==> src/rtl/i2c_am_pkg.sv <==
package i2c_am_pkg;

    typedef enum logic [2:0] {
        ST_WAIT_FIRST  = 3'd0,
        ST_WAIT_SECOND = 3'd1,
        ST_SELECTED    = 3'd2,
        ST_REJECTED    = 3'd3,
        ST_FREE        = 3'd4
    } am_state_e;

    typedef struct packed {
        logic gcall;
        logic hit7;
        logic pfx10;
        logic lo10;
    } am_hits_t;

endpackage

==> src/rtl/i2c_am_cmp.sv <==
module i2c_am_cmp #(
    parameter int ADDR_W = 10,
    parameter int BYTE_W = 8
) (
    input  logic [ADDR_W-1:0]  own_addr_i,
    input  logic [BYTE_W-1:0]  byte_i,
    output i2c_am_pkg::am_hits_t hits_o
);
    localparam int SHORT_W = BYTE_W - 1;
    localparam int HI_W    = ADDR_W - BYTE_W;
    localparam int PFX_W   = BYTE_W - 1 - HI_W;
    localparam logic [PFX_W-1:0] PFX_VAL = {{(PFX_W-1){1'b1}}, 1'b0};

    logic [SHORT_W-1:0] addr_bits;
    logic [SHORT_W-1:0] own_short;
    logic [SHORT_W-1:0] own_long_hdr;

    always_comb begin
        addr_bits    = byte_i[BYTE_W-1:1];
        own_short    = own_addr_i[ADDR_W-1 -: SHORT_W];
        own_long_hdr = {PFX_VAL, own_addr_i[ADDR_W-1 -: HI_W]};

        hits_o.gcall = (byte_i == '0);
        hits_o.hit7  = (addr_bits == own_short);
        hits_o.pfx10 = (addr_bits == own_long_hdr);
        hits_o.lo10  = (byte_i == own_addr_i[BYTE_W-1:0]);
    end
endmodule

==> src/rtl/i2c_am_fsm.sv <==
module i2c_am_fsm (
    input  logic                 clk,
    input  logic                 rst_n,
    input  logic                 free_fmt_i,
    input  logic                 ten_bit_i,
    input  logic                 start_i,
    input  logic                 byte_vld_i,
    input  logic                 byte_first_i,
    input  logic                 rw_bit_i,
    input  i2c_am_pkg::am_hits_t hits_i,
    output logic                 addressed_o,
    output logic                 gcall_o,
    output logic                 dir_rd_o
);
    import i2c_am_pkg::*;

    am_state_e state_q, state_d;
    logic      rw_pend_q;
    logic      take_first;
    logic      take_second;
    logic      gc_event;

    always_comb begin
        take_first  = byte_vld_i && byte_first_i;
        take_second = byte_vld_i && !byte_first_i;
        gc_event    = 1'b0;
        state_d     = state_q;
        if (start_i) begin
            state_d = ST_WAIT_FIRST;                // T_START
        end else begin
            unique case (state_q)
                ST_WAIT_FIRST: begin
                    if (take_first) begin
                        if (free_fmt_i) begin
                            state_d = ST_FREE;      // T_FREE
                        end else if (hits_i.gcall) begin
                            state_d  = ST_SELECTED; // T_GCALL
                            gc_event = 1'b1;
                        end else if (ten_bit_i) begin
                            state_d = hits_i.pfx10 ? ST_WAIT_SECOND : ST_REJECTED;
                        end else begin
                            state_d = hits_i.hit7 ? ST_SELECTED : ST_REJECTED;
                        end
                    end
                end
                ST_WAIT_SECOND: begin
                    if (take_second) begin
                        state_d = hits_i.lo10 ? ST_SELECTED : ST_REJECTED;
                    end else if (take_first) begin
                        state_d = ST_REJECTED;
                    end
                end
                ST_SELECTED: state_d = ST_SELECTED;
                ST_REJECTED: state_d = ST_REJECTED;
                ST_FREE:     state_d = ST_FREE;
                default:     state_d = ST_WAIT_FIRST;
            endcase
        end
    end

    always_ff @(posedge clk or negedge rst_n) begin
        if (!rst_n) begin
            state_q <= ST_WAIT_FIRST;
        end else begin
            state_q <= state_d;
        end
    end

    always_ff @(posedge clk or negedge rst_n) begin
        if (!rst_n) begin
            addressed_o <= 1'b0;
            gcall_o     <= 1'b0;
            dir_rd_o    <= 1'b0;
            rw_pend_q   <= 1'b0;
        end else if (start_i) begin
            addressed_o <= 1'b0;
            gcall_o     <= 1'b0;
            dir_rd_o    <= 1'b0;
            rw_pend_q   <= 1'b0;
        end else begin
            addressed_o <= (state_d == ST_SELECTED) || (state_d == ST_FREE);
            if (state_q == ST_WAIT_FIRST && state_d == ST_WAIT_SECOND) begin
                rw_pend_q <= rw_bit_i;
            end
            if (state_q != ST_SELECTED && state_d == ST_SELECTED) begin
                gcall_o  <= gc_event;
                dir_rd_o <= (state_q == ST_WAIT_SECOND) ? rw_pend_q : rw_bit_i;
            end
        end
    end
endmodule

==> src/rtl/i2c_addr_match.sv <==
module i2c_addr_match #(
    parameter int ADDR_W = 10,
    parameter int BYTE_W = 8
) (
    input  logic              clk,
    input  logic              rst_n,
    input  logic [ADDR_W-1:0] own_addr_i,
    input  logic              free_fmt_i,
    input  logic              ten_bit_i,
    input  logic              start_i,
    input  logic              byte_vld_i,
    input  logic              byte_first_i,
    input  logic [BYTE_W-1:0] byte_i,
    output logic              addressed_o,
    output logic              gcall_o,
    output logic              dir_rd_o
);
    i2c_am_pkg::am_hits_t hits;

    i2c_am_cmp #(.ADDR_W(ADDR_W), .BYTE_W(BYTE_W)) u_cmp (
        .own_addr_i (own_addr_i),
        .byte_i     (byte_i),
        .hits_o     (hits)
    );

    i2c_am_fsm u_fsm (
        .clk          (clk),
        .rst_n        (rst_n),
        .free_fmt_i   (free_fmt_i),
        .ten_bit_i    (ten_bit_i),
        .start_i      (start_i),
        .byte_vld_i   (byte_vld_i),
        .byte_first_i (byte_first_i),
        .rw_bit_i     (byte_i[0]),
        .hits_i       (hits),
        .addressed_o  (addressed_o),
        .gcall_o      (gcall_o),
        .dir_rd_o     (dir_rd_o)
    );
endmodule

==> config.mk <==
export PLATFORM = sky130hd
export DESIGN_NAME = i2c_addr_match
export DESIGN_NICKNAME = d
export VERILOG_FILES = /design/src/rtl/i2c_am_pkg.sv /design/src/rtl/i2c_am_cmp.sv /design/src/rtl/i2c_am_fsm.sv /design/src/rtl/i2c_addr_match.sv
export SDC_FILE = /design/constraint.sdc
export NUM_CORES = 1
export LEC_CHECK = 0
export ABC_AREA = 1
export BUFFER_PORTS_ARGS = -buffer_cell sky130_fd_sc_hd__buf_2
export CAP_MARGIN = 5
export CORE_MARGIN = 4
export CORE_UTILIZATION = 48
export DETAILED_ROUTE_END_ITERATION = 10
export PLACE_DENSITY = 0.82
export SKIP_LAST_GASP = 1
export SLEW_MARGIN = 15
export SYNTH_ARGS = -nofsm -noshare
export SYNTH_HDL_FRONTEND = slang
export SYNTH_SLANG_ARGS = --single-unit
==> constraint.sdc <==
create_clock -name clk -period 1.4 [get_ports clk]
set_input_delay 0.07 -clock clk [delete_from_list [all_inputs] [get_ports clk]]
set_output_delay 0.07 -clock clk [all_outputs]
set_load 0.01 [all_outputs]
# Word-level counts from Yosys, hierarchy flattened

Index checks and enable logic that the tools add are counted.

Flip-flop bits (word level): 7
Input bits: 25
Logic and storage cells: 49

Reductions and logical operators: 10
Multiplexer cells: 23
Equal/unequal tests: 11

Operators with widths:

| cell                                                                     | count |
|---|---|
| 3-bit 2-to-1 mux                                                         | 7 |
| 3-bit one-hot mux with 5 select lines                                    | 1 |
| 7-bit equality test                                                      | 2 |
| 1-bit 2-to-1 mux                                                         | 14 |
| 3-bit by 2-bit equality test with 1-bit output (second input constant)   | 3 |
| 8-bit equality test                                                      | 1 |
| 8-bit logical NOT                                                        | 1 |
| 3-bit by 1-bit equality test with 1-bit output (second input constant)   | 2 |
| 3-bit equality test (second input constant)                              | 2 |
| 1-bit logical AND                                                        | 4 |
| 2-bit nonzero test                                                       | 2 |
| 3-bit logical NOT                                                        | 1 |
| 3-bit by 2-bit inequality test with 1-bit output (second input constant) | 1 |
| 2-bit 2-to-1 mux                                                         | 1 |
| 1-bit logical NOT                                                        | 1 |
| 1-bit logical OR                                                         | 1 |

# Longest topological paths before layout

Gate-level depths: netlist (run 1).

Depth in word-level cells: 12
Gate-level depth with buffers: 15
Depth with buffers taken out: 15

# Hierarchy

From an unflattened synthesis (run 1), not the netlist that was laid out.

Cells, all modules: 135
Area, all modules: 753.2 um^2

By module, submodules not included:

| module     | seq. area each (um^2) | area each (um^2) | times used | cells an instance |
|---|---|---|---|---|
| i2c_am_fsm | 175.2                 | 427.9            | 1          | 57 |
| i2c_am_cmp | 0.0                   | 325.3            | 1          | 78 |

# Worst setup path before layout (run 1)

Ideal clock, no wire load.

Path kind: reg-to-reg
From: reg u_fsm.state_q[1]
To: reg u_fsm.dir_rd_o
Cell stages (with the launch flop): 7
Required time: 1282 ps
Period minus slack after synthesis: 1321 ps
Setup time: 118 ps
Path buffers: 0
Setup slack: 79 ps
Arrival time: 1203 ps
Cell sequence: dfrtp_1 nor3_1 nand2_2 a21oi_2 nand3_2 nand3_1 nand2_1

Cells in the longest elaborated chain, start to end: 7
Elaborated cells between the ends (all ways): 17
Those cells by class: 6 x eq/ne; 8 x mux; 3 x reduce/logical

Ends and longest elaborated chain:

| what                                               | RTL line         | RTL |
|---|---|---|
| from (decl)                                        | i2c_am_fsm.sv:17 | `am_state_e state_q, state_d;` |
| from (signal assigned)                             | i2c_am_fsm.sv:65 | `state_q <= state_d;` |
| 3-bit 2-to-1 mux                                   | i2c_am_fsm.sv:49 | `end else if (take_first) begin` |
| 3-bit 2-to-1 mux                                   | i2c_am_fsm.sv:47 | `if (take_second) begin` |
| 3-bit one-hot mux with 5 select lines (*)          | i2c_am_fsm.sv:31 | `unique case (state_q)` |
| 3-bit 2-to-1 mux (*)                               | i2c_am_fsm.sv:28 | `if (start_i) begin` |
| named net u_fsm.state_d[1]                         | i2c_am_fsm.sv:17 |  |
| 3-bit by 2-bit equality test with 1-bit output (*) | i2c_am_fsm.sv:85 | `if (state_q != ST_SELECTED && state_d == ST_SELECTED) begin` |
| 1-bit logical AND (*)                              | i2c_am_fsm.sv:85 |  |
| 2-bit nonzero test (no source line) (*)            | --               |  |
| to (signal assigned)                               | i2c_am_fsm.sv:87 | `dir_rd_o <= (state_q == ST_WAIT_SECOND) ? rw_pend_q : rw_bit_i;` |
| to (decl)                                          | i2c_am_fsm.sv:13 | `output logic dir_rd_o` |

The timed path passes the listed nets; every way through them passes the cells marked *. The select of a mux whose other input is x is not followed.
A chain may end at the register's enable or synchronous reset.

# Worst setup path in the final report (run 1)

From: reg u_fsm.state_q[0]
To: reg u_fsm.dir_rd_o

Elaborated cells between the ends (all ways): 17
Those cells by class: 6 x eq/ne; 8 x mux; 3 x reduce/logical

RTL lines:

| what                                               | RTL line |
|---|---|
| 3-bit equality test, or another cell as far along  | i2c_am_fsm.sv:31 |
| 3-bit one-hot mux with 5 select lines (*)          | i2c_am_fsm.sv:31 |
| 3-bit 2-to-1 mux (*)                               | i2c_am_fsm.sv:28 |
| named net u_fsm.state_d[1]                         | i2c_am_fsm.sv:17 |
| 3-bit by 2-bit equality test with 1-bit output (*) | i2c_am_fsm.sv:85 |
| 1-bit logical AND (*)                              | i2c_am_fsm.sv:85 |
| 2-bit nonzero test (no source line) (*)            | -- |

Marks and branches as above.

==> results of run 1 <==
## repair_timing
action	CTS	global route
endpoints found under the hold margin	7	0
setup buffers	0	1
gates cloned	0	0
hold buffers	1	0
gates resized for setup	1	10
setup endpoints to repair	1	4
pin swaps	0	3
## layer usage
| layer | GRT usage | vias up |
|---|---|---|
| met1 | 0.2426 | 409 |
| met2 | 0.3636 | 26 |
| met4 | 0.08602 | 0 |
| met5 | 0 | - |
| li1 | - | 485 |
| met3 | 0.02632 | 6 |
## through the flow
stage,cells,utilization
final,186,0.6798
after floorplan,134,-
after global placement,180,0.6235
after CTS,185,0.6513
after detailed placement,180,0.6235
after global routing,186,0.6798
## report_power, final
group          total (W)  leakage, nW  switching, W  internal, W
combinational   0.000389        0.485      0.000222     0.000167
clock           0.000180       0.0150     0.0000711     0.000109
sequential      0.000251       0.0936     0.0000233     0.000228
total           0.000820        0.593      0.000316     0.000503
## placed cells by master, fill, tap and decap left out, types with 3 or more instances in the layout
cell type and n:
nand2_1 45, buf_2 27, nand3_1 10, nand4_1 4, clkbuf_4 3, inv_2 8
dfrtp_1 6, inv_1 18, nor2_2 4, xnor2_1 3, nand2_2 4, buf_4 3
nor2_1 15
## worst max-delay path, cell delays in order, from the launching register on
cell and delay [ns]:
dfrtp_2 0.45, nor3_1 0.20, buf_4 0.15, nand2_2 0.08, a21oi_4 0.20, nand3_2 0.09, nand3_1 0.07, nand2_1 0.05
## cell type report
cell class | instances | area (µm²)
multi-input cells | 101 | 513.0
clock buffers | 4 | 26.28
fillers | 136 | 476.7
repair buffers | 32 | 178.9
inverters | 26 | 97.59
well taps | 16 | 20.02
flip-flops and latches | 7 | 176.4
## sequential cells by signal, indices dropped and copies added, names as in the netlist
signal / flops
u_fsm.rw_pend_q: 1
u_fsm.gcall_o: 1
u_fsm.addressed_o: 1
u_fsm.state_q: 3
u_fsm.dir_rd_o: 1
## synth_stat cells, drive strengths merged
cell type	count
nand2	50
nand4	4
nor3	1
o211ai	1
o22ai	2
xor2	1
o21ai	3
xnor2	3
nand3	12
a21oi	2
and3	1
inv	26
nor2	20
nor3b	1
dfrtp	7
## worst max path at each step
stage / startpoint / end / slack (ns)
after floorplan: u_fsm.state_q[1]$_DFF_PN0_ / u_fsm.dir_rd_o$_DFFE_PN0P_ / 0.08
after global placement: u_fsm.state_q[1]$_DFF_PN0_ / u_fsm.gcall_o$_DFFE_PN0P_ / 0.06
after detailed placement: u_fsm.state_q[1]$_DFF_PN0_ / u_fsm.rw_pend_q$_DFFE_PN0P_ / -0.001
after CTS: u_fsm.state_q[1]$_DFF_PN0_ / u_fsm.rw_pend_q$_DFFE_PN0P_ / 0.006
after global routing: u_fsm.state_q[0]$_DFF_PN0_ / u_fsm.rw_pend_q$_DFFE_PN0P_ / -0.09
final: u_fsm.state_q[0]$_DFF_PN0_ / u_fsm.dir_rd_o$_DFFE_PN0P_ / -0.00003
## cell families after synthesis
logic type / after synthesis
AND/OR/NAND/NOR: 89
buffers and inverters: 26
flip-flops: 7
XOR/XNOR: 4
AO/OA/AOI/OAI: 8
==> flow_metrics.py, run 1 <==
metrics = {
    "synth": {
        "synth_seq_area_share": 0.2333,
        "ys_warn_count": 0,
        "synth_top_cell_by_area": "dfrtp_1",
        "synth_top_family_by_area": "simple AND/OR/NAND/NOR gates",
        "syn_nets": 159,
        "synthTopCellsByArea": "dfrtp_1 (23%), nand2_1 (23%), inv_1 (10%)",
        "netlist-cell-type-count": 21,
        "synthMuxAreaShare": 0,
        "synthSimpleGateAreaFrac": 0.5250,
        "syn_area_per_cell_um2": 5.602,
        "synthDominantCellAreaShare": 0.2333,
        "synthXorXnorAreaFrac": 0.04667,
        "synth_fa_ha_area_frac": 0,
        "synth_cells": 134,
        "syn_area_um2": 750.7,
        "synth-seq-cells": 7,
        "synth_compound_area_frac": 0.06500,
    },
    "drt": {
        "via_per_inst": 4.978,
        "wl_um": 2126,
        "wl_met1_um": 860,
        "antenna_left": 0,
        "wl_per_cell_um": 11.43,
        "vias": 926,
        "wl_met3_um": 93,
        "dr.max_layer_used": "met4",
        "first_iter_violations": 24,
        "drc": 0,
        "wl_met2_um": 1125,
        "firstDrtPassIters": 4,
    },
    "global_routing": {
        "antenna_found_initial": 0,
        "grt_pass1_vias": 827,
        "grt-ovfl-total": 0,
        "grt_max_degree": 8,
        "grt_first_pass_wirelength_um": 3298,
        "gr-usage-all-layers": 0.2035,
    },
    "layout": {
        "layout.nets": 196,
        "drive_gt1_frac": 0.3412,
        "syn_to_final_growth_pct": 34.83,
        "design_area_um2": 1012,
        "n_antenna_cell": 0,
    },
    "cts": {
        "clk_path_buf_depth": 2,
        "h-tree-depth": 1,
        "clkTransAtPathRegs_ns": 0.05,
        "cts.sinks": 7,
        "clock_latency_ns": 0.25,
        "cts_root_buffer": "clkbuf_4",
        "cts_tree": "built",
        "cts_buffers": 3,
    },
    "floorplanning": {
        "core_um2": 1489,
        "io_pins": 28,
        "rows": 14,
        "die_y_um": 47.55,
        "die_x_um": 47.55,
        "initial_core_util": 0.5042,
        "die-area_um2": 2261,
    },
    "place": {
        "dp_hpwl_um": 1699,
        "place_area_um2": 928.4,
        "dpl_worst_slack_ns": -0.001101,
        "place.gp.congestion": 0.8341,
        "numPortBuffers": 27,
    },
    "status": {
        "violations": "negative setup slack",
        "status": "finished, violations left",
    },
    "min_path": {
        "hold_start": "start_i",
        "min_path_cells": 2,
        "min_to": "u_fsm.state_q[1]$_DFF_PN0_",
        "hold_class": "input port to flip-flop",
    },
    "setup_path": {
        "critPathCaptureType": "flip-flop",
        "r2r_slack_ns": -0.00003,
        "crit_type": "flip-flop to flip-flop",
        "cp.required_ns": 1.53,
        "r2r_end": "u_fsm.dir_rd_o$_DFFE_PN0P_",
        "crit_fanout": 4,
        "cp.arrival_ns": 1.53,
        "rr_startpoint": "u_fsm.state_q[0]$_DFF_PN0_",
        "cp-start-kind": "flip-flop",
        "reg2reg_depth": 7,
    },
    "timing": {
        "slew_violations": 0,
        "finalSetupViolations": 1,
        "period_minus_slack_ns": 1.400,
        "whs_ns": 0.04044,
        "max_freq_ghz": 0.7143,
        "period_share": 1.000,
        "grt_setup_unrepaired": "true",
        "setup_tns_ns": -0.00002653,
        "worst_slew_pin_slew_ns": 0.2400,
        "finalWorstSetupSlack_ns": -0.00002653,
        "relSlewSlack": 0.8383,
        "skew_ns": 0.007628,
        "hold_viol": 0,
    },
    "pwr": {
        "p_leak_nw": 0.5932,
        "vdd_drop_max_v": 0.0005824,
        "cellPowerDensity_nw_per_um2": 809.9,
        "total_power_w": 0.0008198,
    },
    "flow_run": {
        "max_cap_viol_count": 0,
    },
}
Power figures use the tool's default switching activity.
==> run 2: changes to the inputs <==
--- a/config.mk
+++ b/config.mk
@@ -6,12 +6,12 @@
 export NUM_CORES = 1
 export LEC_CHECK = 0
 export ABC_AREA = 1
-export BUFFER_PORTS_ARGS = -buffer_cell sky130_fd_sc_hd__buf_2
+export BUFFER_PORTS_ARGS = -buffer_cell sky130_fd_sc_hd__clkbuf_2
 export CAP_MARGIN = 5
 export CORE_MARGIN = 4
-export CORE_UTILIZATION = 48
+export CORE_UTILIZATION = 51
 export DETAILED_ROUTE_END_ITERATION = 10
-export PLACE_DENSITY = 0.82
+export PLACE_DENSITY = 0.86
 export SKIP_LAST_GASP = 1
 export SLEW_MARGIN = 15
 export SYNTH_ARGS = -nofsm -noshare
==> constraint.sdc (replaced) <==
create_clock -name clk -period 1.7 [get_ports clk]
set_input_delay 0.085 -clock clk [delete_from_list [all_inputs] [get_ports clk]]
set_output_delay 0.085 -clock clk [all_outputs]
set_load 0.01 [all_outputs]
==> flow_metrics.py, run 2 (synthesized netlist as in run 1, its figures left out) <==
metrics = {
    "status": {
        "status": "finished clean",
    },
    "place": {
        "numPortBuffers": 27,
        "dp_hpwl_um": 1639,
        "dp_cells": 176,
        "place.gp.congestion": 0.8680,
    },
    "flow_run": {
        "max_cap_viol_count": 0,
    },
    "drt": {
        "wl_per_cell_um": 11.01,
        "drc": 0,
        "firstDrtPassIters": 4,
        "wl_um": 1992,
        "first_iter_violations": 25,
        "via_per_inst": 5.022,
        "antenna_left": 0,
        "vias": 909,
    },
    "global_routing": {
        "grt-ovfl-total": 0,
        "grt_first_pass_wirelength_um": 3249,
        "grt_pass1_vias": 829,
        "grt_max_degree": 8,
        "antenna_found_initial": 0,
        "gr-usage-all-layers": 0.2123,
    },
    "timing": {
        "finalSetupViolations": 0,
        "setup_tns_ns": 0,
        "skew_ns": 0.001885,
        "relSlewSlack": 0.7462,
        "period_share": 0.8774,
        "period_minus_slack_ns": 1.492,
        "max_freq_ghz": 0.6704,
        "slew_violations": 0,
        "hold_viol": 0,
        "grt_setup_unrepaired": "false",
        "worst_slew_pin_slew_ns": 0.3777,
    },
    "setup_path": {
        "cp-endpoint": "u_fsm.gcall_o$_DFFE_PN0P_",
        "cp-startpoint": "u_fsm.state_q[1]$_DFF_PN0_",
        "crit_chain": "nor3_1, nand2_2, a21oi_2, nand3_2, nand3_1, nand2_1",
        "cp_slowest_cell": "dfrtp_1",
        "crit_fanout": 6,
        "cp-start-kind": "flip-flop",
        "slowest_delay_ns": 0.42,
        "r2r_slack_ns": 0.21,
        "path_depth": 6,
        "crit_type": "flip-flop to flip-flop",
        "rr_startpoint": "u_fsm.state_q[1]$_DFF_PN0_",
        "crit_buf_inv": 0,
        "critPathCaptureType": "flip-flop",
        "cp.required_ns": 1.84,
        "reg2reg_depth": 6,
        "cp.arrival_ns": 1.63,
        "cpLargestDelayFamily": "simple AND/OR/NAND/NOR gates",
        "r2r_end": "u_fsm.gcall_o$_DFFE_PN0P_",
    },
    "min_path": {
        "hold_class": "input port to flip-flop",
        "hold_start": "start_i",
    },
    "layout": {
        "layout.nets": 192,
        "drive_gt1_frac": 0.2831,
        "largest_reg_flops": 3,
        "n_antenna_cell": 0,
        "largest-register": "u_fsm.state_q",
        "final_common_cell": "nand2_1",
        "nFillCells": 141,
        "syn_to_final_growth_pct": 25.33,
        "final_cells": 181,
        "final_cell_mix": "nand2_1 (45), clkbuf_2 (27), inv_1 (20)",
    },
    "cts": {
        "cts_setup_buffers": 0,
        "cts_resized": 0,
        "cts.sinks": 7,
        "cts_tree": "built",
        "clk_path_buf_depth": 2,
        "clkTransAtPathRegs_ns": 0.06,
        "cts_root_buffer": "clkbuf_4",
        "clock_latency_ns": 0.26,
        "holdBufCountCts": 1,
        "cts_buffers": 3,
        "h-tree-depth": 1,
    },
    "pwr": {
        "cellPowerDensity_nw_per_um2": 660.6,
        "p_leak_nw": 0.5666,
        "vdd_drop_max_v": 0.0004588,
    },
    "floorplanning": {
        "die-area_um2": 2150,
        "die_x_um": 46.37,
        "rows": 13,
        "die_y_um": 46.37,
        "initial_core_util": 0.5561,
        "core_um2": 1350,
        "io_pins": 28,
    },
}
[run 2: cell type report]
type / instances / area [µm²] / share of cell area
flip-flops and latches: 7 / 175.2 / 0.1862
repair buffers: 28 / 145.1 / 0.1543
inverters: 26 / 97.59 / 0.1037
multi-input cells: 101 / 478.0 / 0.5080
clock buffers: 4 / 26.28 / 0.02793
well taps: 15 / 18.77 / 0.01995
[run 2: power breakdown]
| part | switching, W | internal [W] |
|---|---|---|
| combinational | 0.000158 | 0.000101 |
| sequential | 0.0000161 | 0.000187 |
| clock | 0.0000693 | 0.0000901 |
| total | 0.000244 | 0.000378 |
[run 2: worst min-delay path by stage]
| stage | to | slack (ns) | cells past startpoint |
|---|---|---|---|
| 6_report | u_fsm.state_q[1]$_DFF_PN0_ | 0.05 | 2 |
| 4_1_cts | u_fsm.state_q[1]$_DFF_PN0_ | 0.03 | 2 |
| 5_1_grt | u_fsm.state_q[1]$_DFF_PN0_ | 0.05 | 2 |
| 3_3_place_gp | u_fsm.gcall_o$_DFFE_PN0P_ | -0.07 | 1 |
| 2_1_floorplan | u_fsm.addressed_o$_DFF_PN0_ | -0.21 | 0 |
| 3_5_place_dp | u_fsm.gcall_o$_DFFE_PN0P_ | -0.07 | 1 |
[run 2: layer usage]
metal	vias to the layer above	track usage	part of all wire
li1	477	-	-
met1	396	0.2346	0.42
met2	30	0.3846	0.50
met3	6	0.01953	0.047
met4	0	0.1250	0.028
met5	-	0	0
[run 2: metrics by stage]
step	worst slack, ns	power [W]	util	hold WS, ns	instance area, µm²
2_1_floorplan	0.3790	0.0003747	-	-0.2106	750.7
3_3_place_gp	0.3179	0.0004525	0.6701	-0.07395	904.6
3_5_place_dp	0.2614	0.0004605	0.6701	-0.07117	904.6
4_1_cts	0.2192	0.0006325	0.6969	0.03367	940.9
5_1_grt	0.07898	0.0006752	0.6969	0.05032	940.9
6_report	0.2084	0.0006216	0.6969	0.04978	940.9
==> run 3: changes to the inputs <==
--- a/config.mk
+++ b/config.mk
@@ -11,6 +11,7 @@
 export CORE_MARGIN = 4
 export CORE_UTILIZATION = 51
 export DETAILED_ROUTE_END_ITERATION = 10
+export MAX_ROUTING_LAYER = met4
 export PLACE_DENSITY = 0.86
 export SKIP_LAST_GASP = 1
 export SLEW_MARGIN = 15
==> flow_metrics.py, run 3 (synthesized netlist as in run 1, its figures left out) <==
metrics = {
    "drt": {
        "wl_um": 2001,
        "wl_per_cell_um": 11.06,
        "firstDrtPassIters": 4,
        "antenna_left": 0,
        "drc": 0,
        "via_per_inst": 5.072,
        "first_iter_violations": 25,
        "vias": 918,
    },
    "timing": {
        "finalSetupViolations": 0,
        "max_freq_ghz": 0.6724,
        "hold_viol": 0,
        "relSlewSlack": 0.7487,
        "period_share": 0.8748,
        "setup_tns_ns": 0,
        "skew_ns": 0.001908,
        "slew_violations": 0,
        "worst_slew_pin_slew_ns": 0.3740,
        "grt_setup_unrepaired": "false",
        "period_minus_slack_ns": 1.487,
    },
    "layout": {
        "drive_gt1_frac": 0.2831,
        "nFillCells": 141,
        "final_cells": 181,
        "layout.nets": 192,
        "seqCellArea_um2": 175.2,
        "syn_to_final_growth_pct": 25.33,
        "n_antenna_cell": 0,
        "largest_reg_flops": 3,
        "largest-register": "u_fsm.state_q",
        "final_common_cell": "nand2_1",
        "final_cell_mix": "nand2_1 (45), clkbuf_2 (27), inv_1 (20)",
        "multi_input_comb_area_um2": 478.0,
    },
    "cts": {
        "cts_resized": 0,
        "cts_root_buffer": "clkbuf_4",
        "clk_path_buf_depth": 2,
        "cts_buffers": 3,
        "cts_tree": "built",
        "h-tree-depth": 1,
        "cts_setup_buffers": 0,
        "clock_latency_ns": 0.26,
        "clkTransAtPathRegs_ns": 0.06,
        "cts.sinks": 7,
    },
    "place": {
        "numPortBuffers": 27,
        "place.gp.congestion": 0.8821,
        "dp_hpwl_um": 1639,
        "dp_cells": 176,
    },
    "min_path": {
        "min_to": "u_fsm.state_q[1]$_DFF_PN0_",
        "hold_start": "start_i",
        "hold_class": "input port to flip-flop",
        "min_path_cells": 2,
    },
    "floorplanning": {
        "io_pins": 28,
        "die-area_um2": 2150,
        "initial_core_util": 0.5561,
        "die_y_um": 46.37,
        "core_um2": 1350,
        "rows": 13,
        "die_x_um": 46.37,
    },
    "setup_path": {
        "crit_type": "flip-flop to flip-flop",
        "crit_fanout": 6,
        "reg2reg_depth": 6,
        "rr_startpoint": "u_fsm.state_q[1]$_DFF_PN0_",
        "critPathCaptureType": "flip-flop",
        "cp-start-kind": "flip-flop",
        "cp.required_ns": 1.84,
        "r2r_slack_ns": 0.21,
        "cp.arrival_ns": 1.63,
        "r2r_end": "u_fsm.gcall_o$_DFFE_PN0P_",
    },
    "global_routing": {
        "grt_max_degree": 8,
        "grt_pass1_vias": 829,
        "grt_first_pass_wirelength_um": 3249,
        "gr-usage-all-layers": 0.2184,
        "grt-ovfl-total": 0,
        "antenna_found_initial": 0,
    },
    "pwr": {
        "total_power_w": 0.0006224,
        "p_leak_nw": 0.5666,
        "cellPowerDensity_nw_per_um2": 661.5,
        "vdd_drop_max_v": 0.0004597,
    },
    "status": {
        "status": "finished clean",
    },
    "flow_run": {
        "max_cap_viol_count": 0,
    },
}
[run 3: worst max-delay path, cell delays in order, from the launching register on]
cell and delay [ns]:
dfrtp_1 0.42, nor3_1 0.36, nand2_2 0.12, a21oi_2 0.23, nand3_2 0.10, nand3_1 0.07, nand2_1 0.07
[run 3: layout make-up]
cell class,count,area share
multi-input combinational,101,0.5080
sequential,7,0.1862
timing repair buffer,28,0.1543
inverter,26,0.1037
clock buffer,4,0.02793
tap,15,0.01995
[run 3: timing repair]
action | 4_1_cts | 5_1_grt
hold buffers | 1 | 0
hold endpoints to repair | 7 | 0
endpoints found under the setup margin | 0 | 0
[run 3: metal layers]
metal  track usage  up-vias  share of wire
met5             -        -              0
met4        0.1250        0          0.027
met3       0.01953        6          0.050
met2        0.3846       33           0.51
met1        0.2346      401           0.41
li1              -      478              -
[run 3: how the worst max path moves through the flow]
stage	start	endpoint	slack, ns
6_report	u_fsm.state_q[1]$_DFF_PN0_	u_fsm.gcall_o$_DFFE_PN0P_	0.21
5_1_grt	u_fsm.state_q[1]$_DFF_PN0_	u_fsm.gcall_o$_DFFE_PN0P_	0.08
4_1_cts	u_fsm.state_q[1]$_DFF_PN0_	u_fsm.gcall_o$_DFFE_PN0P_	0.22
3_5_place_dp	u_fsm.state_q[1]$_DFF_PN0_	u_fsm.gcall_o$_DFFE_PN0P_	0.26
3_3_place_gp	u_fsm.state_q[1]$_DFF_PN0_	u_fsm.gcall_o$_DFFE_PN0P_	0.32
2_1_floorplan	u_fsm.state_q[1]$_DFF_PN0_	u_fsm.dir_rd_o$_DFFE_PN0P_	0.38
[run 3: power breakdown]
group / internal [W] / total, W / switching [W]
sequential: 0.000187 / 0.000203 / 0.0000161
clock: 0.0000901 / 0.000160 / 0.0000696
combinational: 0.000101 / 0.000259 / 0.000159
total: 0.000378 / 0.000622 / 0.000244
[run 3: stage by stage]
step,setup slack [ns],instance area (µm²),hold slack [ns],util
final,0.2128,940.9,0.05048,0.6969
after global routing,0.07898,940.9,0.05032,0.6969
after CTS,0.2192,940.9,0.03367,0.6969
after detailed placement,0.2614,904.6,-0.07117,0.6701
after global placement,0.3179,904.6,-0.07395,0.6701
after floorplan,0.3790,750.7,-0.2106,-
